`config.mk`:
```
export PLATFORM = sky130hd
export DESIGN_NAME = cfgio_decoder
export DESIGN_NICKNAME = d
export VERILOG_FILES = /design/src/rtl/cfgio_pkg.sv /design/src/rtl/cfgio_classify.sv /design/src/rtl/cfgio_regs.sv /design/src/rtl/cfgio_lanes.sv /design/src/rtl/cfgio_seq.sv /design/src/rtl/cfgio_decoder.sv
export SDC_FILE = /design/constraint.sdc
export NUM_CORES = 1
export LEC_CHECK = 0
export ABC_AREA = 1
export BUFFER_PORTS_ARGS = -buffer_cell sky130_fd_sc_hd__clkbuf_2
export CAP_MARGIN = 20
export CORE_MARGIN = 2
export CORE_UTILIZATION = 50
export CTS_BUF_LIST = sky130_fd_sc_hd__clkbuf_8 sky130_fd_sc_hd__clkbuf_16
export DETAILED_ROUTE_END_ITERATION = 10
export HOLD_SLACK_MARGIN = 0.15
export PLACE_DENSITY = 0.81
export SETUP_SLACK_MARGIN = 0.5
export SLEW_MARGIN = 30
export SYNTH_ARGS = -nofsm -noshare
export SYNTH_HDL_FRONTEND = slang
export SYNTH_SLANG_ARGS = --single-unit
```
`constraint.sdc`:
```
create_clock -name clk -period 5.1 [get_ports clk]
set_input_delay 1.02 -clock clk [delete_from_list [all_inputs] [get_ports clk]]
set_output_delay 1.02 -clock clk [all_outputs]
set_load 0.05 [all_outputs]
```
`src/rtl/cfgio_pkg.sv`:
```
package cfgio_pkg;

  // Classification of one host port access.
  typedef enum logic [2:0] {
    K_ADDR_WR,
    K_ADDR_RD,
    K_MODE_WR,
    K_MODE_RD,
    K_CFG,
    K_PASS
  } acc_kind_e;

  // Host access size encoding.
  localparam logic [1:0] SZ_BYTE  = 2'd0;
  localparam logic [1:0] SZ_WORD  = 2'd1;
  localparam logic [1:0] SZ_DWORD = 2'd2;

  // Sequencer state.
  typedef enum logic [1:0] {
    S_IDLE,
    S_CFG,
    S_PT
  } seq_state_e;

endpackage

```
`src/rtl/cfgio_classify.sv`:
```
module cfgio_classify
  import cfgio_pkg::*;
#(
  parameter int               IO_AW     = 16,
  parameter logic [IO_AW-1:0] ADDR_PORT = 16'h0CF8
) (
  input  logic [IO_AW-1:0] addr,
  input  logic [1:0]       size,
  input  logic             wr,
  input  logic             cfg_en,
  output acc_kind_e        kind
);

  localparam logic [IO_AW-1:0] MODE_PORT = ADDR_PORT + IO_AW'(3);
  localparam logic [IO_AW-1:0] DATA_BASE = ADDR_PORT + IO_AW'(4);

  logic in_window;
  logic aligned;

  assign in_window = (addr[IO_AW-1:2] == DATA_BASE[IO_AW-1:2]);

  always_comb begin
    case (size)
      SZ_BYTE:  aligned = 1'b1;
      SZ_WORD:  aligned = ~addr[0];
      SZ_DWORD: aligned = (addr[1:0] == 2'b00);
      default:  aligned = 1'b0;
    endcase
  end

  always_comb begin
    if ((addr == ADDR_PORT) && (size == SZ_DWORD)) begin
      kind = wr ? K_ADDR_WR : K_ADDR_RD;
    end else if ((addr == MODE_PORT) && (size == SZ_BYTE)) begin
      kind = wr ? K_MODE_WR : K_MODE_RD;
    end else if (in_window && cfg_en && aligned) begin
      kind = K_CFG;
    end else begin
      kind = K_PASS;
    end
  end

endmodule

```
`src/rtl/cfgio_regs.sv`:
```
module cfgio_regs #(
  parameter int DW = 32
) (
  input  logic          clk,
  input  logic          rst_n,
  input  logic          addr_we,
  input  logic          mode_we,
  input  logic [DW-1:0] wdata,
  output logic [DW-1:0] addr_q,
  output logic [7:0]    mode_q
);

  // Bits 1:0 of the latch are never stored.
  logic [DW-3:0] idx_q, idx_d;
  logic [7:0]    mode_r, mode_d;

  always_comb begin
    idx_d  = idx_q;
    mode_d = mode_r;
    if (addr_we) idx_d  = wdata[DW-1:2];
    if (mode_we) mode_d = wdata[7:0];
  end

  always_ff @(posedge clk or negedge rst_n) begin
    if (!rst_n) begin
      idx_q  <= '0;
      mode_r <= '0;
    end else begin
      if (addr_we) idx_q  <= idx_d;
      if (mode_we) mode_r <= mode_d;
    end
  end

  assign addr_q = {idx_q, 2'b00};
  assign mode_q = mode_r;

endmodule

```
`src/rtl/cfgio_lanes.sv`:
```
module cfgio_lanes
  import cfgio_pkg::*;
#(
  parameter int NLANE = 4,
  localparam int DW   = 8 * NLANE,
  localparam int LW   = $clog2(NLANE)
) (
  input  logic [1:0]    req_size,
  input  logic [LW-1:0] req_low,
  input  logic [DW-1:0] req_wdata,
  output logic [NLANE-1:0] req_be,
  output logic [DW-1:0] req_lane_wdata,
  input  logic [1:0]    rsp_size,
  input  logic [LW-1:0] rsp_low,
  input  logic [DW-1:0] rsp_lane_data,
  output logic [DW-1:0] rsp_data,
  output logic [DW-1:0] rsp_ones
);

  logic [LW:0] req_nb, rsp_nb, lo_ext, hi_ext;

  always_comb begin
    case (req_size)
      SZ_BYTE: req_nb = (LW+1)'(1);
      SZ_WORD: req_nb = (LW+1)'(2);
      default: req_nb = (LW+1)'(NLANE);
    endcase
    case (rsp_size)
      SZ_BYTE: rsp_nb = (LW+1)'(1);
      SZ_WORD: rsp_nb = (LW+1)'(2);
      default: rsp_nb = (LW+1)'(NLANE);
    endcase
  end

  assign lo_ext = {1'b0, req_low};
  assign hi_ext = lo_ext + req_nb;

  for (genvar g = 0; g < NLANE; g++) begin : g_lane
    assign req_be[g] = ((LW+1)'(g) >= lo_ext) && ((LW+1)'(g) < hi_ext);
    assign rsp_ones[8*g +: 8] = {8{(LW+1)'(g) < rsp_nb}};
  end

  assign req_lane_wdata = req_wdata << {req_low, 3'b000};
  assign rsp_data       = (rsp_lane_data >> {rsp_low, 3'b000}) & rsp_ones;

endmodule

```
`src/rtl/cfgio_seq.sv`:
```
module cfgio_seq
  import cfgio_pkg::*;
#(
  parameter int IO_AW   = 16,
  parameter int TIMEOUT = 64,
  parameter int NLANE   = 4,
  localparam int DW     = 8 * NLANE,
  localparam int LW     = $clog2(NLANE),
  localparam int CW     = $clog2(TIMEOUT) + 1
) (
  input  logic             clk,
  input  logic             rst_n,
  input  logic             io_req,
  input  logic             io_wr,
  input  logic [IO_AW-1:0] io_addr,
  input  logic [1:0]       io_size,
  input  logic [DW-1:0]    io_wdata,
  input  acc_kind_e        kind,
  input  logic [DW-1:0]    addr_q,
  input  logic [7:0]       mode_q,
  input  logic [NLANE-1:0] req_be,
  input  logic [DW-1:0]    req_lane_wdata,
  output logic             idle,
  output logic [1:0]       held_size,
  output logic [LW-1:0]    held_low,
  input  logic [DW-1:0]    rsp_data,
  input  logic [DW-1:0]    rsp_ones,
  output logic             io_ack,
  output logic [DW-1:0]    io_rdata,
  output logic             cfg_req,
  output logic             cfg_wr,
  output logic [7:0]       cfg_bus,
  output logic [7:0]       cfg_devfn,
  output logic [5:0]       cfg_reg,
  output logic [NLANE-1:0] cfg_be,
  output logic [DW-1:0]    cfg_wdata,
  input  logic             cfg_ack,
  input  logic             cfg_err,
  output logic             pt_req,
  output logic             pt_wr,
  output logic [IO_AW-1:0] pt_addr,
  output logic [1:0]       pt_size,
  output logic [DW-1:0]    pt_wdata,
  input  logic             pt_ack,
  input  logic [DW-1:0]    pt_rdata
);

  seq_state_e st_q, st_d;
  logic [CW-1:0] cnt_q, cnt_d;
  logic          ack_q, ack_d;
  logic [DW-1:0] rdata_q, rdata_d;
  logic          cfgreq_q, cfgreq_d;
  logic          ptreq_q, ptreq_d;
  logic          load_cfg, load_pt;
  logic          tmo;

  // Held request context.
  logic             wr_q;
  logic [1:0]       size_q;
  logic [LW-1:0]    low_q;
  logic [7:0]       bus_q, devfn_q;
  logic [5:0]       reg_q;
  logic [NLANE-1:0] be_q;
  logic [DW-1:0]    cwdata_q;
  logic [IO_AW-1:0] paddr_q;
  logic [DW-1:0]    pwdata_q;

  assign tmo = (cnt_q == CW'(TIMEOUT - 1));

  always_comb begin
    st_d     = st_q;
    cnt_d    = cnt_q;
    ack_d    = 1'b0;
    rdata_d  = rdata_q;
    cfgreq_d = 1'b0;
    ptreq_d  = 1'b0;
    load_cfg = 1'b0;
    load_pt  = 1'b0;
    case (st_q)
      S_IDLE: begin
        if (io_req) begin
          case (kind)
            K_ADDR_WR, K_MODE_WR: begin
              ack_d   = 1'b1;
              rdata_d = '0;
            end
            K_ADDR_RD: begin
              ack_d   = 1'b1;
              rdata_d = addr_q;
            end
            K_MODE_RD: begin
              ack_d   = 1'b1;
              rdata_d = {{(DW-8){1'b0}}, mode_q};
            end
            K_CFG: begin
              cfgreq_d = 1'b1;
              load_cfg = 1'b1;
              st_d     = S_CFG;
              cnt_d    = '0;
            end
            default: begin
              ptreq_d = 1'b1;
              load_pt = 1'b1;
              st_d    = S_PT;
              cnt_d   = '0;
            end
          endcase
        end
      end
      S_CFG: begin
        if (cfg_ack) begin
          ack_d   = 1'b1;
          rdata_d = wr_q ? '0 : (cfg_err ? rsp_ones : rsp_data);
          st_d    = S_IDLE;
        end else if (tmo) begin
          ack_d   = 1'b1;
          rdata_d = wr_q ? '0 : rsp_ones;
          st_d    = S_IDLE;
        end else begin
          cnt_d = cnt_q + CW'(1);
        end
      end
      S_PT: begin
        if (pt_ack) begin
          ack_d   = 1'b1;
          rdata_d = wr_q ? '0 : (pt_rdata & rsp_ones);
          st_d    = S_IDLE;
        end else if (tmo) begin
          ack_d   = 1'b1;
          rdata_d = wr_q ? '0 : rsp_ones;
          st_d    = S_IDLE;
        end else begin
          cnt_d = cnt_q + CW'(1);
        end
      end
      default: st_d = S_IDLE;
    endcase
  end

  always_ff @(posedge clk or negedge rst_n) begin
    if (!rst_n) begin
      st_q     <= S_IDLE;
      cnt_q    <= '0;
      ack_q    <= 1'b0;
      rdata_q  <= '0;
      cfgreq_q <= 1'b0;
      ptreq_q  <= 1'b0;
    end else begin
      st_q     <= st_d;
      cnt_q    <= cnt_d;
      ack_q    <= ack_d;
      rdata_q  <= rdata_d;
      cfgreq_q <= cfgreq_d;
      ptreq_q  <= ptreq_d;
    end
  end

  always_ff @(posedge clk or negedge rst_n) begin
    if (!rst_n) begin
      wr_q   <= 1'b0;
      size_q <= '0;
      low_q  <= '0;
    end else if (load_cfg || load_pt) begin
      wr_q   <= io_wr;
      size_q <= io_size;
      low_q  <= io_addr[LW-1:0];
    end
  end

  always_ff @(posedge clk or negedge rst_n) begin
    if (!rst_n) begin
      bus_q    <= '0;
      devfn_q  <= '0;
      reg_q    <= '0;
      be_q     <= '0;
      cwdata_q <= '0;
    end else if (load_cfg) begin
      bus_q    <= addr_q[23:16];
      devfn_q  <= addr_q[15:8];
      reg_q    <= addr_q[7:2];
      be_q     <= req_be;
      cwdata_q <= req_lane_wdata;
    end
  end

  always_ff @(posedge clk or negedge rst_n) begin
    if (!rst_n) begin
      paddr_q  <= '0;
      pwdata_q <= '0;
    end else if (load_pt) begin
      paddr_q  <= io_addr;
      pwdata_q <= io_wdata;
    end
  end

  assign idle      = (st_q == S_IDLE);
  assign held_size = size_q;
  assign held_low  = low_q;
  assign io_ack    = ack_q;
  assign io_rdata  = rdata_q;
  assign cfg_req   = cfgreq_q;
  assign cfg_wr    = wr_q;
  assign cfg_bus   = bus_q;
  assign cfg_devfn = devfn_q;
  assign cfg_reg   = reg_q;
  assign cfg_be    = be_q;
  assign cfg_wdata = cwdata_q;
  assign pt_req    = ptreq_q;
  assign pt_wr     = wr_q;
  assign pt_addr   = paddr_q;
  assign pt_size   = size_q;
  assign pt_wdata  = pwdata_q;

endmodule

```
`src/rtl/cfgio_decoder.sv`:
```
module cfgio_decoder
  import cfgio_pkg::*;
#(
  parameter int               IO_AW     = 16,
  parameter logic [IO_AW-1:0] ADDR_PORT = 16'h0CF8,
  parameter int               TIMEOUT   = 64,
  parameter int               NLANE     = 4,
  localparam int              DW        = 8 * NLANE,
  localparam int              LW        = $clog2(NLANE)
) (
  input  logic             clk,
  input  logic             rst_n,
  input  logic             io_req,
  input  logic             io_wr,
  input  logic [IO_AW-1:0] io_addr,
  input  logic [1:0]       io_size,
  input  logic [DW-1:0]    io_wdata,
  output logic             io_ack,
  output logic [DW-1:0]    io_rdata,
  output logic             cfg_req,
  output logic             cfg_wr,
  output logic [7:0]       cfg_bus,
  output logic [7:0]       cfg_devfn,
  output logic [5:0]       cfg_reg,
  output logic [NLANE-1:0] cfg_be,
  output logic [DW-1:0]    cfg_wdata,
  input  logic             cfg_ack,
  input  logic             cfg_err,
  input  logic [DW-1:0]    cfg_rdata,
  output logic             pt_req,
  output logic             pt_wr,
  output logic [IO_AW-1:0] pt_addr,
  output logic [1:0]       pt_size,
  output logic [DW-1:0]    pt_wdata,
  input  logic             pt_ack,
  input  logic [DW-1:0]    pt_rdata,
  output logic [7:0]       mech_mode
);

  acc_kind_e        kind;
  logic             seq_idle;
  logic [DW-1:0]    cfg_addr_q;
  logic [7:0]       mode_q;
  logic [NLANE-1:0] req_be;
  logic [DW-1:0]    req_lane_wdata;
  logic [1:0]       held_size;
  logic [LW-1:0]    held_low;
  logic [DW-1:0]    rsp_data, rsp_ones;
  logic             accept;

  assign accept = io_req && seq_idle;

  cfgio_classify #(.IO_AW(IO_AW), .ADDR_PORT(ADDR_PORT)) u_classify (
    .addr   (io_addr),
    .size   (io_size),
    .wr     (io_wr),
    .cfg_en (cfg_addr_q[DW-1]),
    .kind   (kind)
  );

  cfgio_regs #(.DW(DW)) u_regs (
    .clk     (clk),
    .rst_n   (rst_n),
    .addr_we (accept && (kind == K_ADDR_WR)),
    .mode_we (accept && (kind == K_MODE_WR)),
    .wdata   (io_wdata),
    .addr_q  (cfg_addr_q),
    .mode_q  (mode_q)
  );

  cfgio_lanes #(.NLANE(NLANE)) u_lanes (
    .req_size       (io_size),
    .req_low        (io_addr[LW-1:0]),
    .req_wdata      (io_wdata),
    .req_be         (req_be),
    .req_lane_wdata (req_lane_wdata),
    .rsp_size       (held_size),
    .rsp_low        (held_low),
    .rsp_lane_data  (cfg_rdata),
    .rsp_data       (rsp_data),
    .rsp_ones       (rsp_ones)
  );

  cfgio_seq #(.IO_AW(IO_AW), .TIMEOUT(TIMEOUT), .NLANE(NLANE)) u_seq (
    .clk            (clk),
    .rst_n          (rst_n),
    .io_req         (io_req),
    .io_wr          (io_wr),
    .io_addr        (io_addr),
    .io_size        (io_size),
    .io_wdata       (io_wdata),
    .kind           (kind),
    .addr_q         (cfg_addr_q),
    .mode_q         (mode_q),
    .req_be         (req_be),
    .req_lane_wdata (req_lane_wdata),
    .idle           (seq_idle),
    .held_size      (held_size),
    .held_low       (held_low),
    .rsp_data       (rsp_data),
    .rsp_ones       (rsp_ones),
    .io_ack         (io_ack),
    .io_rdata       (io_rdata),
    .cfg_req        (cfg_req),
    .cfg_wr         (cfg_wr),
    .cfg_bus        (cfg_bus),
    .cfg_devfn      (cfg_devfn),
    .cfg_reg        (cfg_reg),
    .cfg_be         (cfg_be),
    .cfg_wdata      (cfg_wdata),
    .cfg_ack        (cfg_ack),
    .cfg_err        (cfg_err),
    .pt_req         (pt_req),
    .pt_wr          (pt_wr),
    .pt_addr        (pt_addr),
    .pt_size        (pt_size),
    .pt_wdata       (pt_wdata),
    .pt_ack         (pt_ack),
    .pt_rdata       (pt_rdata)
  );

  assign mech_mode = mode_q;

endmodule

```
Word-level counts from Yosys, hierarchy flattened
Cells that the tools add are included.

Flip-flop bits (word level): 193. Input bits: 121. Word-level logic and storage cells: 121.

Add/sub/neg operators: 2. Order comparisons: 12. Equality and inequality tests: 18. Shift-type cells: 2. Multiplexer cells: 42. Bitwise gates (word level): 3. Reduce and logical (&&, ||, !) cells: 24.

Operators by type and width (count): 2-to-1 mux 32 bit (8); case mux 32 bit (3 select lines) (2); bitwise AND 32 bit (2); 2-to-1 mux 7 bit (5); equality test 16 x 12 -> 1 bit, second input constant (2); << shifter 32 x 5 -> 32 bit (1); >> shifter 32 x 5 -> 32 bit (1); case mux 7 bit (3 select lines) (1); equality test 14 x 10 -> 1 bit, second input constant (1); 2-to-1 mux 1 bit (14); less-than comparator 1 x 3 -> 1 bit, first input constant (4); less-than comparator 2 x 3 -> 1 bit, first input constant (4); case mux 3 bit (2 select lines) (2); logical AND 1 bit (11); zero test 2 bit (4); 2-to-1 mux 2 bit (4); inequality test 2 bit, second input constant (4); adder 7 x 1 -> 7 bit, second input constant (1); equality test 7 x 6 -> 1 bit, second input constant (1); equality test 2 x 1 -> 1 bit, second input constant (3); equality test 3 x 2 -> 1 bit, second input constant (2); 2-to-1 mux 3 bit (2); case mux 1 bit (3 select lines) (2); case mux 2 bit (3 select lines) (1); 18 further kinds (21).

Logic depth before layout (Yosys ltp)
Gate-level depths: netlist of the first run.

Depth in word-level cells: 12. Gate-level depth with buffers: 14.

Cells and area by module
Synthesis of the first run repeated with hierarchy kept, for this count alone.

Cell total of the unflattened synthesis: 1674. Area total of the unflattened synthesis: 11742.5 sq um.

By module, submodules not included: cfgio_seq (times used 1, cells an instance 1108, area each 8508.2 sq um, sequential area each 3878.7 sq um); cfgio_lanes (times used 1, cells an instance 360, area each 1601.5 sq um, sequential area each 0.0 sq um); cfgio_regs (times used 1, cells an instance 164, area each 1440.1 sq um, sequential area each 950.9 sq um); cfgio_classify (times used 1, cells an instance 34, area each 160.2 sq um, sequential area each 0.0 sq um); cfgio_decoder (times used 1, cells an instance 8, area each 32.5 sq um, sequential area each 0.0 sq um).

Worst setup path after synthesis of the first run
Ideal clock, no wire load.

Path kind: input port to flip-flop. Start point: input io_addr[0]. End point: register u_seq.paddr_q[10], in the netlist u_seq.pt_addr[10]. Library setup time: 0.118 ns. Arrival time: 2.337 ns. Setup slack: 2.645 ns. Cell stages on the path: 14. Buffers on the path: 3. Cells stage by stage: buf_2 nand2_1 nor2_1 nand3_2 nand2_2 nand2_4 nand2_2 nand3_2 nand2_2 buf_6 inv_2 buf_6 nand2_1 nand2_1.

Word-level cells in the longest chain between the ends: 11.

RTL lines: start, declared (line cfgio_decoder.sv:15) `input logic [IO_AW-1:0] io_addr,`; zero test 2 bit / inverter 1 bit (equally long branches) (line cfgio_classify.sv:26, cfgio_classify.sv:25); case mux 1 bit (3 select lines) (line cfgio_classify.sv:23) `case (size)`; logical AND 1 bit (line cfgio_classify.sv:36) `end else if (in_window && cfg_en && aligned) begin`; 2-to-1 mux 1 bit (line cfgio_classify.sv:36); 2-to-1 mux 3 bit (line cfgio_classify.sv:34) `end else if ((addr == MODE_PORT) && (size == SZ_BYTE)) begin`; 2-to-1 mux 3 bit (*) (line cfgio_classify.sv:32) `if ((addr == ADDR_PORT) && (size == SZ_DWORD)) begin`; equality test 3 x 2 -> 1 bit (tied with other cells) (line cfgio_seq.sv:82) `case (kind)`; OR reduction 5 bit (no source line) (*); 2-to-1 mux 1 bit (*) (line cfgio_seq.sv:82); 2-to-1 mux 1 bit (*) (line cfgio_seq.sv:81) `if (io_req) begin`; 2-to-1 mux 1 bit (*) (line cfgio_seq.sv:79) `case (st_q)`; net u_seq.load_pt (line cfgio_seq.sv:54) `logic load_cfg, load_pt;`; end signal, assigned (line cfgio_seq.sv:191) `paddr_q <= io_addr;`; end, declared (line cfgio_seq.sv:65) `logic [IO_AW-1:0] paddr_q;`.

The timed path passes the listed nets; every way through them passes the cells marked *. A chain may end at the register's enable or synchronous reset.

Worst setup path in the final report of the first run
Start point: input io_addr[0]. End point: register u_seq.pwdata_q[28], in the netlist u_seq.pt_wdata[28].

Word-level cells in the longest chain between the ends: 11.

RTL lines: zero test 2 bit / inverter 1 bit (equally long branches) (line cfgio_classify.sv:26, cfgio_classify.sv:25); case mux 1 bit (3 select lines) (line cfgio_classify.sv:23); logical AND 1 bit (line cfgio_classify.sv:36); 2-to-1 mux 1 bit (line cfgio_classify.sv:36); 2-to-1 mux 3 bit (line cfgio_classify.sv:34); 2-to-1 mux 3 bit (*) (line cfgio_classify.sv:32); equality test 3 x 2 -> 1 bit (tied with other cells) (line cfgio_seq.sv:82); OR reduction 5 bit (no source line) (*); 2-to-1 mux 1 bit (*) (line cfgio_seq.sv:82); 2-to-1 mux 1 bit (*) (line cfgio_seq.sv:81); 2-to-1 mux 1 bit (*) (line cfgio_seq.sv:79); end signal, assigned (line cfgio_seq.sv:192) `pwdata_q <= io_wdata;`; end, declared (line cfgio_seq.sv:66) `logic [DW-1:0] pwdata_q;`.

Every way passes the cells marked *; elsewhere a longest branch is shown, timed or not.

==> impl_metrics.py, run 1 <==
metrics = {
    "synth": {
        "syn_avg_cell_area_um2": 7.34,
        "synth_seq_cells": 193,
        "synth-simple-area-share_pct": 29.0,
        "synth_compound_area_share_pct": 14.3,
        "netlist_area_mm2": 0.0102,
        "synth_flop_cell": "dfrtp_1",
        "synth_nets": 1522,
        "synth-edff-count": 0,
        "synth-adder-area-share_pct": 1.18,
        "synth-async-reset-ratio_pct": 100,
        "yosys_warnings": 0,
        "ys_types": 42,
        "synthMuxAreaShare_pct": 0,
        "synth_top_family_by_area": "simple AND/OR/NAND/NOR gates",
        "syn-instance-count": 1392,
        "ys_seq_area_share_pct": 47.3,
        "synthXorXnorAreaFrac_pct": 0.428,
    },
    "setup_path": {
        "path_cells": "clkbuf_2, nor2_4, nand4_1, nand2_2, and2_1, nor2_1, nand2_2, buf_4, nand2_1, o21ai_0",
        "required_ns": 5.40,
        "critPathCaptureType": "flop",
        "criticalPathCategory": "input pin to flop",
        "cp-start-kind": "input pin",
        "cp_slowest_cell": "nor2_1",
        "cp_max_fo": 64,
        "worstPathArrival_ns": 3.64,
        "slowest_delay_ns": 0.50,
        "crit_top_cell": "nand2_2",
    },
    "clocking": {
        "h-tree-depth": 4,
        "cts_tree": "yes",
        "cts_root_buf": "clkbuf_16",
        "clk_pin_slew_ns": 0.07,
        "cts_made_buffers": 17,
        "cts_buffer_depth": 2,
        "insertion_delay_ns": 0.44,
        "cts_resized": 0,
        "cts.sinks": 193,
        "hold_buffers": 0,
        "cts_setup_buffers": 0,
    },
    "power_and_ir_drop": {
        "p_int_w": 0.00316,
        "cellLeakagePower_nw": 6.56,
        "comb_power_share_pct": 44.7,
        "switching_share_pct": 48.8,
        "vdd_drop_max_uv": 444,
        "clockPowerShare_pct": 22.3,
        "power_density_mw_per_mm2": 501,
        "p_seq_share_pct": 33.0,
        "switching_power_w": 0.00301,
    },
    "floorplanning": {
        "initial_utilization_pct": 50.7,
        "die_x_um": 147,
        "die_y_um": 147,
        "num_rows": 52,
        "core_area_mm2": 0.0202,
        "die_area_mm2": 0.0216,
        "io_pins": 274,
    },
    "routing": {
        "vias_per_cell": 5.51,
        "via_count": 10500,
        "drc": 0,
        "drtIter0Drc": 1168,
        "wl_mm": 34.3,
        "ant_nets": 0,
        "drtPass1Iterations": 6,
        "wl_per_cell_um": 18.1,
    },
    "timing": {
        "timing_hold_violations_final": 0,
        "tns_ns": 0,
        "report.final.slew_viol_count": 0,
        "tightest_slew_ns": 0.952,
        "period_minus_slack_ns": 3.34,
        "fmax_mhz": 300,
        "setup_viol": 0,
        "fin_skew_ns": 0.0107,
        "rsz0062_at_grt": "no",
        "slew_headroom_pct": 36.3,
        "period_share_pct": 65.4,
    },
    "global_routing": {
        "antenna_found_initial": 0,
        "grt_start_max_net_pins": 119,
        "grt_pass1_vias": 9868,
        "grt_usage_pct": 31.7,
        "grt_pass1_wl_mm": 53.6,
        "grt-ovfl-total": 0,
    },
    "placement": {
        "numPortBuffers": 273,
        "gp_congestion": 0.928,
        "place_hpwl_mm": 25.4,
    },
    "finish": {
        "areaGrowthSynthToFinish_pct": 20.2,
        "final_core_util_pct": 60.9,
        "fill_cells": 1835,
        "num_antenna_cells": 0,
        "drive_gt1_share_pct": 20.7,
        "layout.nets": 1745,
    },
    "flow_run": {
        "cap_violations": 0,
    },
    "hold_path": {
        "holdCritPathClass": "input pin to async pin",
    },
    "status": {
        "status": "finished clean",
    },
}
==> final timing paths <==
check                                   start                 end  slack, ns  depth (start not counted)
min in group clk           u_seq.cfg_devfn[6]  u_seq.cfg_devfn[6]       0.48                          2
max reg2reg                    u_seq.cnt_q[0]   u_seq.io_rdata[3]       2.00                         12
max                                io_addr[0]  u_seq.pt_wdata[28]       1.76                         10
min                                     rst_n  u_seq.cfg_wdata[0]       0.47                          1
max in group asynchronous               rst_n   u_seq.pt_wdata[9]       3.43                          3
min reg2reg                u_seq.cfg_devfn[6]  u_seq.cfg_devfn[6]       0.48                          2
==> power by group through the flow <==
stage          clock network [W]  logic, W  registers [W]
6_report                 0.00137   0.00275        0.00203
5_1_grt                  0.00144   0.00295        0.00206
4_1_cts                  0.00139   0.00273        0.00203
3_5_place_dp                   0   0.00272        0.00205
3_3_place_gp                   0   0.00267        0.00205
2_1_floorplan                  0   0.00112        0.00294
==> cell families after synthesis <==
logic type | Yosys count
AND/OR/NAND/NOR | 726
buffers and inverters | 190
XOR/XNOR | 5
adder cells (fa/ha/maj) | 9
flip-flops | 193
AO/OA/AOI/OAI | 269
==> layer usage <==
| metal | GRT usage (%) | vias to the layer above | share of wire [%] |
|---|---|---|---|
| met5 | 0 | - | 0 |
| met3 | 7.24 | 74 | 10 |
| met4 | 12.4 | 0 | 3.3 |
| met2 | 49.9 | 606 | 46 |
| met1 | 42.9 | 4851 | 41 |
| li1 | - | 4919 | - |
==> through the flow <==
| stage | hold WS, ns | cells | power, W | setup slack (ns) | cell area [µm²] |
|---|---|---|---|---|---|
| finish | 0.471 | 1898 | 0.00616 | 1.76 | 12300 |
| global placement | 0.465 | 1864 | 0.00472 | 1.53 | 11600 |
| floorplan | 0.453 | 1392 | 0.00405 | 2.65 | 10200 |
| CTS | 0.484 | 1896 | 0.00615 | 1.84 | 12200 |
| detailed placement | 0.468 | 1864 | 0.00476 | 1.40 | 11600 |
| global route | 0.494 | 1898 | 0.00645 | 1.54 | 12300 |
==> cells in the mapped netlist, types with 7 or more instances <==
master / count / area share [%]
ha_1: 8 / 0.98
o22ai_1: 7 / 0.43
buf_2: 14 / 0.69
nor2_1: 63 / 2.3
clkbuf_1: 46 / 1.7
o21ai_1: 13 / 0.64
dfrtp_1: 193 / 47
o21ai_0: 171 / 8.4
nand4_1: 9 / 0.55
nand3_1: 99 / 4.8
a21oi_1: 41 / 2.0
o31ai_1: 7 / 0.51
a21boi_0: 7 / 0.51
o211ai_1: 9 / 0.66
nand2_1: 534 / 20
buf_6: 7 / 0.77
inv_1: 105 / 3.9
==> worst max-delay path, delay by kind of cell <==
kind	cells	cell delay, ns
AOI/OAI and AO/OA	1	0.09
and+or+nand+nor	7	1.62
buffers and inverters	2	0.84
==> layout make-up <==
| type | count | area, µm² | share of cell area [%] |
|---|---|---|---|
| clock buffers | 20 | 467 | 3.80 |
| flip-flops and latches | 193 | 4830 | 39.3 |
| clock inverters | 12 | 143 | 1.16 |
| repair buffers | 283 | 1480 | 12.1 |
| inverters | 111 | 417 | 3.39 |
| well taps | 270 | 338 | 2.75 |
| multi-input cells | 1009 | 4610 | 37.5 |
==> cells in the final DEF, fill, tap and decap left out, drive strengths merged, types with 11 or more instances in the layout <==
| cell | count |
|---|---|
| inv | 114 |
| nand2 | 538 |
| clkbuf | 292 |
| a21oi | 42 |
| dfrtp | 193 |
| buf | 11 |
| nand3 | 103 |
| o21ai | 184 |
| nor2 | 68 |
(Power assumes the default switching activity.)
==> inputs of run 2 (changes only) <==
--- a/config.mk
+++ b/config.mk
@@ -9,11 +9,11 @@
 export BUFFER_PORTS_ARGS = -buffer_cell sky130_fd_sc_hd__clkbuf_2
 export CAP_MARGIN = 20
 export CORE_MARGIN = 2
-export CORE_UTILIZATION = 50
+export CORE_UTILIZATION = 48
 export CTS_BUF_LIST = sky130_fd_sc_hd__clkbuf_8 sky130_fd_sc_hd__clkbuf_16
 export DETAILED_ROUTE_END_ITERATION = 10
 export HOLD_SLACK_MARGIN = 0.15
-export PLACE_DENSITY = 0.81
+export PLACE_DENSITY = 0.82
 export SETUP_SLACK_MARGIN = 0.5
 export SLEW_MARGIN = 30
 export SYNTH_ARGS = -nofsm -noshare
==> constraint.sdc (replaced) <==
create_clock -name clk -period 2.8 [get_ports clk]
set_input_delay 0.56 -clock clk [delete_from_list [all_inputs] [get_ports clk]]
set_output_delay 0.56 -clock clk [all_outputs]
set_load 0.05 [all_outputs]
==> run 2 against run 1 <==
Net effect: register-to-register slack lost 1.4 ns; non-clock buffer count grew 22; hold slack lost 0.13 ns; critical endpoint is now u_seq.io_rdata[0]; largest power group unchanged; highest routed layer unchanged.
==> impl_metrics.py, run 2 (synthesis results as in run 1) <==
metrics = {
    "finish": {
        "final_core_util_pct": 59.6,
        "final_cell_mix": "533 x nand2_1, 272 x clkbuf_2, 192 x dfrtp_1",
        "seq_area_mm2": 0.00483,
        "layout.nets": 1768,
        "final_common_cell": "nand2_1",
        "multi_input_area_mm2": 0.00463,
        "fill_cells": 1921,
        "drive_gt1_share_pct": 22.2,
        "num_antenna_cells": 0,
        "areaGrowthSynthToFinish_pct": 22.2,
    },
    "clocking": {
        "cts_made_buffers": 17,
        "clk_pin_slew_ns": 0.07,
        "cts_tree": "yes",
        "h-tree-depth": 4,
        "cts_root_buf": "clkbuf_16",
        "insertion_delay_ns": 0.43,
        "cts_buffer_depth": 2,
        "cts.sinks": 193,
    },
    "flow_run": {
        "cap_violations": 0,
    },
    "placement": {
        "place_hpwl_mm": 25.9,
        "gp_congestion": 0.950,
        "numPortBuffers": 273,
    },
    "routing": {
        "dr_wl_met3_mm": 3.25,
        "top_layer": "met4",
        "drtPass1Iterations": 6,
        "via_count": 10500,
        "drc": 0,
        "wl_per_cell_um": 17.7,
        "met1_length_mm": 14.2,
        "drtIter0Drc": 859,
        "ant_nets": 0,
        "wl_mm": 34.2,
        "wl_met2_mm": 15.5,
        "vias_per_cell": 5.44,
    },
    "setup_path": {
        "cp_max_fo": 7,
        "cp_slowest_cell": "dfrtp_1",
        "cp-start-kind": "flop",
        "crit_top_cell": "nand2_1",
        "required_ns": 3.12,
        "criticalPathCategory": "flop to flop",
        "slowest_delay_ns": 0.44,
        "worstPathArrival_ns": 2.51,
        "critPathCaptureType": "flop",
        "path_cells": "inv_1, ha_1, nand2_2, clkinvlp_2, nand2_1, nand2_1, nand2_1, nand3_1, nand3_1, nand2_1",
    },
    "timing": {
        "timing_hold_violations_final": 0,
        "period_share_pct": 78.3,
        "report.final.slew_viol_count": 0,
        "slew_headroom_pct": 60.0,
        "setup_viol": 0,
        "fin_skew_ns": 0.00931,
        "tightest_slew_ns": 0.600,
        "tns_ns": 0,
        "fmax_mhz": 456,
        "period_minus_slack_ns": 2.19,
        "rsz0062_at_grt": "no",
    },
    "global_routing": {
        "grt-ovfl-total": 0,
        "antenna_found_initial": 0,
        "grt_pass1_vias": 9758,
        "grt_pass1_wl_mm": 52.5,
        "grt_start_max_net_pins": 85,
        "grt_usage_pct": 30.3,
    },
    "floorplanning": {
        "num_rows": 53,
        "die_area_mm2": 0.0225,
        "initial_utilization_pct": 48.8,
        "io_pins": 274,
        "core_area_mm2": 0.0210,
        "die_y_um": 150,
        "die_x_um": 150,
    },
    "power_and_ir_drop": {
        "cellLeakagePower_nw": 6.65,
        "vdd_drop_max_uv": 621,
        "power_density_mw_per_mm2": 906,
    },
    "status": {
        "status": "finished clean",
    },
    "hold_path": {
        "holdCritPathClass": "input pin to flop",
    },
}
run 2: cell types whose count changed in the layout (fill, tap and decap cells not counted), moves of 2 or more:
cell and delta:
buf_4 +20, nor2_1 -3, buf_12 +2, clkinv_2 +2, clkinv_8 -2, clkinvlp_4 +2
inv_6 +2, nand3_1 -2, nand3_2 +2, nor2_4 +2
run 2: worst max-delay path, delay by kind of cell, from the launching register on:
kind	cells	cell delay (ns)
DFF	1	0.44
buffers and inverters	2	0.49
and+or+nand+nor	7	0.88
adders and majority gates	1	0.28
run 2: layout make-up:
type                       count  share of cell area, %
clock buffer                  18                   3.52
clock inverter                14                   1.22
inverter                     111                   3.43
multi-input combinational   1009                   37.1
sequential                   193                   38.7
tap                          275                   2.76
timing repair buffer         305                   13.3
timing repair inverter         1                 0.0401
run 2: report_power, final:
part | switching [W] | internal [W] | total (W)
registers | 0.000412 | 0.00331 | 0.00372
clock network | 0.00112 | 0.00136 | 0.00248
logic | 0.00394 | 0.00116 | 0.00510
run 2: timing repair:
| action | in CTS | in global routing |
|---|---|---|
| hold buffers | 1 | 0 |
| setup buffers | 0 | 3 |
| endpoints found under the hold margin | 58 | 0 |
| gates resized for setup | 2 | 11 |
| gates cloned | 0 | 1 |
| endpoints found under the setup margin | 17 | 77 |
run 2: stage by stage:
step | total power (W) | area (µm²) | setup WS, ns | hold slack (ns) | instances
floorplan | 0.00738 | 10200 | 0.742 | 0.264 | 1392
global placement | 0.00864 | 11800 | 0.363 | 0.466 | 1889
detailed placement | 0.00873 | 11800 | 0.233 | 0.466 | 1889
CTS | 0.0112 | 12400 | 0.556 | 0.326 | 1922
global route | 0.0119 | 12500 | 0.515 | 0.353 | 1926
finish | 0.0113 | 12500 | 0.607 | 0.342 | 1926
run 2: metal layers:
metal | GRT usage [%] | vias up
met5 | 0 | -
met1 | 40.8 | 4851
met2 | 48.1 | 573
met4 | 11.8 | 0
li1 | - | 4970
met3 | 6.22 | 86
run 2: worst paths after layout:
check | startpoint | endpoint | slack [ns] | cells past startpoint
min | io_addr[12] | u_seq.pt_addr[12] | 0.34 | 3
min reg2reg | u_seq.cfg_devfn[3] | u_seq.cfg_devfn[3] | 0.48 | 2
max reg2reg | u_seq.st_q[0] | u_seq.io_rdata[0] | 0.61 | 10
max in group asynchronous | rst_n | u_regs.mode_q[1] | 1.33 | 3
min in group asynchronous | rst_n | u_seq.cfg_wdata[0] | 0.68 | 2
max | u_seq.st_q[0] | u_seq.io_rdata[0] | 0.61 | 10
